### src/rtl/gpio_pkg.sv
package gpio_pkg;
    typedef enum logic [1:0] {
        SEL_A    = 2'd0,
        SEL_B    = 2'd1,
        SEL_C    = 2'd2,
        SEL_NONE = 2'd3
    } port_sel_e;

    typedef enum logic [1:0] {
        PAD_INPUT_ONLY = 2'd0,
        PAD_ADDR_OVR   = 2'd1,
        PAD_ALT_GATED  = 2'd2
    } pad_kind_e;
endpackage

### src/rtl/gpio_sync.sv
module gpio_sync #(
    parameter int WIDTH  = 8,
    parameter int STAGES = 2
) (
    input  logic             clk,
    input  logic             rst_n,
    input  logic [WIDTH-1:0] din,
    output logic [WIDTH-1:0] dout
);
    logic [STAGES-1:0][WIDTH-1:0] stage_d, stage_q;

    always_comb begin
        stage_d[0] = din;
        for (int k = 1; k < STAGES; k++) begin
            stage_d[k] = stage_q[k-1];
        end
    end

    always_ff @(posedge clk) begin
        if (!rst_n) stage_q <= '0;
        else        stage_q <= stage_d;
    end

    assign dout = stage_q[STAGES-1];
endmodule

### src/rtl/gpio_pad_ctl.sv
module gpio_pad_ctl
    import gpio_pkg::*;
#(
    parameter int        WIDTH = 8,
    parameter pad_kind_e KIND  = PAD_ALT_GATED
) (
    input  logic [WIDTH-1:0] lat,
    input  logic             ovr_en,
    input  logic [WIDTH-1:0] ovr_val,
    input  logic [WIDTH-1:0] alt_val,
    output logic [WIDTH-1:0] drv_lo,
    output logic [WIDTH-1:0] drv_hi
);
    generate
        if (KIND == PAD_INPUT_ONLY) begin : g_in
            logic unused_in;
            assign unused_in = ^{lat, ovr_en, ovr_val, alt_val};
            assign drv_lo = '0;
            assign drv_hi = '0;
        end else if (KIND == PAD_ADDR_OVR) begin : g_ovr
            logic unused_ovr;
            assign unused_ovr = ^alt_val;
            assign drv_lo = ovr_en ? ~ovr_val : ~lat;
            assign drv_hi = ovr_en ?  ovr_val : '0;
        end else begin : g_alt
            logic unused_alt;
            assign unused_alt = ^{ovr_en, ovr_val};
            assign drv_lo = ~(lat & alt_val);
            assign drv_hi = '0;
        end
    endgenerate
endmodule

### src/rtl/gpio_port_bits.sv
module gpio_port_bits
    import gpio_pkg::*;
#(
    parameter int WIDTH       = 8,
    parameter int ANA_LO      = 2,
    parameter int SYNC_STAGES = 2
) (
    input  logic             clk,
    input  logic             rst_n,
    input  logic             wr_en,
    input  logic [1:0]       wr_sel,
    input  logic [WIDTH-1:0] wr_data,
    input  logic [1:0]       rd_sel,
    input  logic             rd_rmw,
    input  logic             ext_mem_mode,
    input  logic [WIDTH-1:0] addr_byte,
    input  logic [WIDTH-1:0] alt_out_c,
    input  logic [WIDTH-1:0] pin_a,
    input  logic [WIDTH-1:0] pin_b,
    input  logic [WIDTH-1:0] pin_c,
    output logic [WIDTH-1:0] a_drive_en,
    output logic [WIDTH-1:0] ana_sel_a,
    output logic [WIDTH-1:0] drv_lo_b,
    output logic [WIDTH-1:0] drv_hi_b,
    output logic [WIDTH-1:0] drv_lo_c,
    output logic [WIDTH-1:0] drv_hi_c,
    output logic [WIDTH-1:0] alt_in_c,
    output logic [WIDTH-1:0] rd_latch,
    output logic [WIDTH-1:0] rd_pin,
    output logic [WIDTH-1:0] rd_data
);
    localparam int NPORT = 3;
    localparam int SW    = NPORT * WIDTH;

    typedef struct packed {
        logic [WIDTH-1:0] lat_a;
        logic [WIDTH-1:0] lat_b;
        logic [WIDTH-1:0] lat_c;
    } latch_s;

    latch_s state_d, state_q;

    always_comb begin
        state_d = state_q;
        if (wr_en) begin
            unique case (port_sel_e'(wr_sel))
                SEL_A:    state_d.lat_a = wr_data;
                SEL_B:    state_d.lat_b = wr_data;
                SEL_C:    state_d.lat_c = wr_data;
                SEL_NONE: state_d = state_q;
            endcase
        end
    end

    always_ff @(posedge clk) begin
        if (!rst_n) state_q <= '1;
        else        state_q <= state_d;
    end

    // pin synchronizers, all three ports in one bank
    logic [SW-1:0] sync_out;
    logic [WIDTH-1:0] sp_a, sp_b, sp_c;

    gpio_sync #(.WIDTH(SW), .STAGES(SYNC_STAGES)) i_sync (
        .clk (clk),
        .rst_n (rst_n),
        .din ({pin_c, pin_b, pin_a}),
        .dout (sync_out)
    );
    assign {sp_c, sp_b, sp_a} = sync_out;

    // analog select only on the upper bits of port A
    generate
        for (genvar i = 0; i < WIDTH; i++) begin : g_ana
            if (i >= ANA_LO) begin : g_sel
                assign ana_sel_a[i] = state_q.lat_a[i];
            end else begin : g_dig
                assign ana_sel_a[i] = 1'b0;
            end
        end
    endgenerate

    logic [WIDTH-1:0] drv_hi_a, drv_lo_a;

    gpio_pad_ctl #(.WIDTH(WIDTH), .KIND(PAD_INPUT_ONLY)) i_pad_a (
        .lat (state_q.lat_a), .ovr_en (1'b0), .ovr_val ('0), .alt_val ('0),
        .drv_lo (drv_lo_a), .drv_hi (drv_hi_a)
    );
    gpio_pad_ctl #(.WIDTH(WIDTH), .KIND(PAD_ADDR_OVR)) i_pad_b (
        .lat (state_q.lat_b), .ovr_en (ext_mem_mode), .ovr_val (addr_byte),
        .alt_val ('0), .drv_lo (drv_lo_b), .drv_hi (drv_hi_b)
    );
    gpio_pad_ctl #(.WIDTH(WIDTH), .KIND(PAD_ALT_GATED)) i_pad_c (
        .lat (state_q.lat_c), .ovr_en (1'b0), .ovr_val ('0),
        .alt_val (alt_out_c), .drv_lo (drv_lo_c), .drv_hi (drv_hi_c)
    );

    assign a_drive_en = drv_lo_a | drv_hi_a;
    assign alt_in_c   = sp_c;

    always_comb begin
        unique case (port_sel_e'(rd_sel))
            SEL_A: begin
                rd_latch = state_q.lat_a;
                rd_pin   = sp_a & ~ana_sel_a;
            end
            SEL_B: begin
                rd_latch = state_q.lat_b;
                rd_pin   = sp_b;
            end
            SEL_C: begin
                rd_latch = state_q.lat_c;
                rd_pin   = sp_c;
            end
            SEL_NONE: begin
                rd_latch = '0;
                rd_pin   = '0;
            end
        endcase
        rd_data = rd_rmw ? rd_latch : rd_pin;
    end
endmodule

### config.mk
export PLATFORM = sky130hd
export DESIGN_NAME = gpio_port_bits
export DESIGN_NICKNAME = d
export VERILOG_FILES = /design/src/rtl/gpio_pkg.sv /design/src/rtl/gpio_sync.sv /design/src/rtl/gpio_pad_ctl.sv /design/src/rtl/gpio_port_bits.sv
export SDC_FILE = /design/constraint.sdc
export NUM_CORES = 1
export LEC_CHECK = 0
export ABC_AREA = 1
export BUFFER_PORTS_ARGS = -buffer_cell sky130_fd_sc_hd__buf_2
export CAP_MARGIN = 10
export CORE_MARGIN = 5
export CORE_UTILIZATION = 45
export CTS_BUF_LIST = sky130_fd_sc_hd__clkbuf_8
export CTS_CLUSTER_SIZE = 20
export DETAILED_ROUTE_END_ITERATION = 7
export PLACE_DENSITY = 0.78
export SLEW_MARGIN = 10
export SYNTH_ARGS = -nofsm -noshare
export SYNTH_HDL_FRONTEND = slang
export SYNTH_HIERARCHICAL = 1
export SYNTH_SLANG_ARGS = --single-unit
### constraint.sdc
create_clock -name clk -period 0.8 [get_ports clk]
set_input_delay 0 -clock clk [delete_from_list [all_inputs] [get_ports clk]]
set_output_delay 0 -clock clk [all_outputs]
set_load 0.005 [all_outputs]
; Yosys cells after proc, flatten, opt, wreduce, memory -nomap -nowiden
; Index checks and enable logic that the tools add are counted.
[totals]
register_bits = 72
latch_bits = 0
ramBits = 0
mem_bits_ro = 0
inputBits = 57
output_inout_bits = 80
word_cells = 26
memories = 0
[classes]
add_sub_neg = 0
multipliers = 0
div = 0
order_cmp = 0
n_eq_ne = 5
n_shift = 0
mux = 5
n_bitwise = 6
n_reduce_logical = 5
[op_table]
columns = cell, n
row1 = $pmux 8 s4, 2
row2 = $not 8->8, 4
row3 = $mux 8, 3
row4 = $and 8x8->8, 2
row5 = $eq 2x2->1 const B, 3
row6 = $reduce_and 2->1, 3
row7 = $eq 2x1->1 const B, 2
row8 = $logic_not 2->1, 2

; Longest topological paths before layout
[depth]
depth_word = 4
ltp_mapped = 7
mapped_depth_nobuf = 6

; By module
; Netlist, hierarchy kept.
[modules_own_cells]
columns = mod, n_inst, cells_per_inst, area_per_inst_um2, seq_area_each_um2
row1 = gpio_port_bits, 1, 235, 1577.8, 480.5
row2 = gpio_sync, 1, 149, 1361.3, 960.9
row3 = gpio_pad_ctl (i_pad_b), 1, 59, 255.2, 0.0
row4 = gpio_pad_ctl (i_pad_a), 1, 17, 123.9, 0.0
row5 = gpio_pad_ctl (i_pad_c), 1, 17, 93.8, 0.0

; Worst setup path before layout
; Ideal clock, no wire load.
[synth_path]
kind = flip-flop to output port
from = register state_q (netlist bit ana_sel_a[3])
to = output rd_data[3]
arrival_time_ns = 0.654
required_time_ns = 0.800
setup_slack_ns = 0.146
stages_incl_launch_ff = 6
n_path_buf = 0
cell_sequence = dfxtp_1 > nor2_1 > nand2_1 > nand3_1 > nand2_1 > nand2_1
[synth_via]
elab_chain_cells = 4
word_cells_on_any_way = 5
cone_classes = 3 x mux / 2 x bitwise
[synth_lines]
columns = item, line
row1 = from (decl), gpio_port_bits.sv:41  ; latch_s state_d, state_q;
row2 = from (signal assigned), gpio_port_bits.sv:57  ; else state_q <= state_d;
row3 = $not 8->8, gpio_port_bits.sv:105  ; rd_pin = sp_a & ~ana_sel_a;
row4 = $and 8x8->8, gpio_port_bits.sv:105
row5 = $pmux 8 s4, gpio_port_bits.sv:102  ; unique case (port_sel_e'(rd_sel))
row6 = via rd_pin[3], gpio_port_bits.sv:29  ; output logic [WIDTH-1:0] rd_pin,
row7 = $mux 8, gpio_port_bits.sv:120  ; rd_data = rd_rmw ? rd_latch : rd_pin;
row8 = to (decl), gpio_port_bits.sv:30  ; output logic [WIDTH-1:0] rd_data
; The timed path passes the listed nets, and every way through them passes these cells.

; Worst setup path after layout
[layout_path]
from = register state_q (netlist bit ana_sel_a[7])
to = output rd_data[7]
[layout_via]
elab_chain_cells = 4
word_cells_on_any_way = 5
cone_classes = 3 x mux / 2 x bitwise
[layout_lines]
columns = item, line
row1 = $not 8->8, gpio_port_bits.sv:105
row2 = $and 8x8->8, gpio_port_bits.sv:105
row3 = $pmux 8 s4, gpio_port_bits.sv:102
row4 = $mux 8 (*), gpio_port_bits.sv:120
; Every way passes the cells marked *; elsewhere a longest branch is shown, timed or not.

==> results.md <==
- N_diodes: 0
- Failing checks: setup timing
- Sink Count: roughly 70
- Place WS: -0.0801 ns
- CP cell instances: nor2_1 -> nand2_1 -> nand3_2 -> nand2_1 -> nand2_1 -> buf_2
- Crit Path Class: flop to output pin
- Critical path's top delay family: simple AND/OR/NAND/NOR gates
- Clock Latency Late Sink: around 0.36 ns
- Routed WL per cell: 13.8 um
- Switching share of power: 0.297
- Post-route cell area: 5210 um^2
- CP startpoint: ana_sel_a[7]
- First-pass DRT Iterations: 5
- WL final: ~11 mm
- Vias: between 3000 and 4000
- Placement Cell Area: 4080 um^2
- Seq/Total Area, Yosys: 0.422
- Max Root-Sink Buffers: 2
- Total track usage: 0.207
- LEAKAGE: about 3.1 nW
- Worst r2r src: ana_sel_a[4]
- Final slew viol count: 0
- Endpoints failing setup: 55
- FF-to-FF path depth: 4
- Cell variety after synth: 18
- Worst Setup Slack, final: -0.437 ns
- Sw Pwr: roughly 0.0025 W
- Worst hold slack: 0.0114 ns
- Core area: roughly 7300 um^2
- Clock transition at path regs: about 0.08 ns
- Initial Util: 0.465
- Reg2reg setup slack: -0.01 ns
- Crit-path max FO: 3
- Clk root buf: clkbuf_8
- CTS buffer count: 9
- Max_cap viols: 0
- CP bufs+invs: 1
- Area grow syn2layout: 52.7%
- FF+latch count, synth: slightly above 70
- Critical Path Sink: rd_data[7]
- Share of power burned in registers: 0.469
- Tmin final: 1.24 ns
- Post-route ant nets: 0
- I/O Pins: 137
- Share of total power in the clock network: 0.330
- First-pass GRT wire length: about 16 mm
- Via/cell ratio: 4.58
- Share of layout cells above drive strength 1: 0.468
- Port bufs: about 120
- Final number of hold-violating endpoints: 0
- RSZ-0062 raised after global routing: yes
- Mapped Area: 3410 um^2
- Number of global-route vias before repair: approximately 3300
- CP arrival: 1.24 ns
- R2r endpoint: ana_sel_a[4]
- DRC Markers: 0
- Critical Path Slowest Stage Cell: dfxtp_2
- WP data required: around 0.80 ns
- Mapped Cells: around 480
- Worst setup EP type: output pin
- GRT Residual Overflow: 0
- HPWL Detailed: 6.75 mm
- Power Internal: roughly 0.0058 W
- GPL Wtd Cong: roughly 0.85
- Die area: roughly 9400 um^2
- Cell area power density: approximately 1600 nW/um^2
- HP Class: input port to flop
- Critical path's largest stage delay: roughly 0.34 ns
- DIE HEIGHT: 97.1 um
- Die X: 97.1 um
- Initial antenna violation count: 0
- Final worst-path cycle share: 1.55
- Detailed Route Iter0 Violations: between 200 and 250
- Setup skew after layout: 0.00975 ns
- Stages on worst setup path: 6
- CTS tree: yes
- Largest net degree at the start of global routing: 40
- Final Util: 0.711
- Floorplan row count: 31
- Synth Warn #: 6
- CP most frequent cell: nand2_1
- H-tree depth: 3
- Outcome: finished with violations
- Comb pwr share: 0.201
- CP startpoint kind: flop
- Average size of a mapped cell: 7.15 um^2
- Nets@finish: 717
- Fmax: 808 MHz
- Worst vdd ir: 1350 uV
layer usage:
metal	GRT usage	share of wire	up-vias
li1	-	-	1729
met1	0.209	0.36	1562
met2	0.378	0.51	173
met3	0.0711	0.091	37
met4	0.0983	0.038	0
met5	0	0	-
flip-flops by register name, indices dropped and copies added (netlist names):
name and flops:
i_sync/stage_d 24, i_sync/dout 24, ana_sel_a 6, state_q 18
worst reg2reg max path, delay by kind of cell (launching register included):
kind          cells  cell delay [ns]
buf+inv           2             0.22
simple gates      2             0.13
flops             1             0.34
synthesized netlist by cell type, drive strengths merged:
master,n,area [um^2]
inv,87,332
dfxtp,72,1440
or2,8,50.1
nand3,75,465
buf,47,392
nor2,7,42.5
clkbuf,2,7.51
nand2,176,671
conb,3,11.3
how the worst min path moves through the flow:
| stage | startpoint | end | slack (ns) | cells past startpoint |
|---|---|---|---|---|
| 2_1_floorplan | alt_out_c[0] | drv_lo_c[0] | 0.04 | 1 |
| 3_3_place_gp | pin_c[2] | i_sync/stage_d[42] | 0.18 | 3 |
| 3_5_place_dp | pin_c[7] | i_sync/stage_d[47] | 0.18 | 3 |
| 4_1_cts | wr_sel[0] | state_q[10] | 0.004 | 4 |
| 5_1_grt | wr_sel[0] | state_q[10] | 0.007 | 4 |
| 6_report | wr_sel[0] | state_q[10] | 0.01 | 4 |
final cells by class:
cell class,instances,area (um^2)
Fill cell,522,2120
Timing Repair Buffer,198,1610
Sequential cell,72,1500
Multi-Input combinational cell,292,1470
Inverter,87,332
Clock buffer,9,124
Tap cell,99,124
Clock inverter,7,58.8
cells by family after synthesis:
logic type / Yosys count / synth area share
DFF: 72 / 0.422
other: 3 / 0.00330
buffers and inverters: 136 / 0.214
and+or+nand+nor: 266 / 0.360
power by group through the flow:
| stage | clock network [W] | registers [W] | logic, W |
|---|---|---|---|
| after floorplan | 0 | 0.00391 | 0.000769 |
| after CTS | 0.00273 | 0.00387 | 0.00146 |
| after global placement | 0 | 0.00393 | 0.00117 |
| after detailed placement | 0 | 0.00393 | 0.00120 |
| final | 0.00273 | 0.00388 | 0.00167 |
| after global routing | 0.00293 | 0.00390 | 0.00182 |
layout by cell type (no fill, tap or decap):
| cell | instances |
|---|---|
| nor2_2 | 3 |
| inv_2 | 22 |
| nor2_8 | 1 |
| buf_2 | 90 |
| conb_1 | 26 |
| nor2_1 | 1 |
| dfxtp_2 | 31 |
| nand2_2 | 24 |
| inv_6 | 5 |
| clkinvlp_4 | 2 |
| buf_4 | 12 |
| nand2_1 | 152 |
| inv_4 | 2 |
| buf_6 | 61 |
| nand3_1 | 43 |
| or2_2 | 8 |
| nand3_2 | 32 |
| buf_12 | 3 |
| nor2_4 | 2 |
| dfxtp_1 | 37 |
| inv_1 | 63 |
| dfxtp_4 | 4 |
| clkbuf_8 | 9 |
| dlygate4sd3_1 | 32 |
stage by stage:
step,cells,power (W),TNS [ns]
6_report,764,0.00827,-12.04
5_1_grt,764,0.00865,-14.60
4_1_cts,753,0.00806,-10.95
3_5_place_dp,698,0.00513,-0.299
3_3_place_gp,698,0.00509,-0.128
2_1_floorplan,500,0.00467,0
repair_timing:
| action | CTS | global route |
|---|---|---|
| endpoints found under the hold margin | 48 | 0 |
| buffers inserted | 10 | 20 |
| gates resized for setup | 83 | 76 |
| setup endpoints to repair | 54 | 57 |
| hold buffers | 32 | 0 |
| pin swaps | 20 | 35 |
| gates cloned | 0 | 0 |
(Power assumes the default switching activity.)
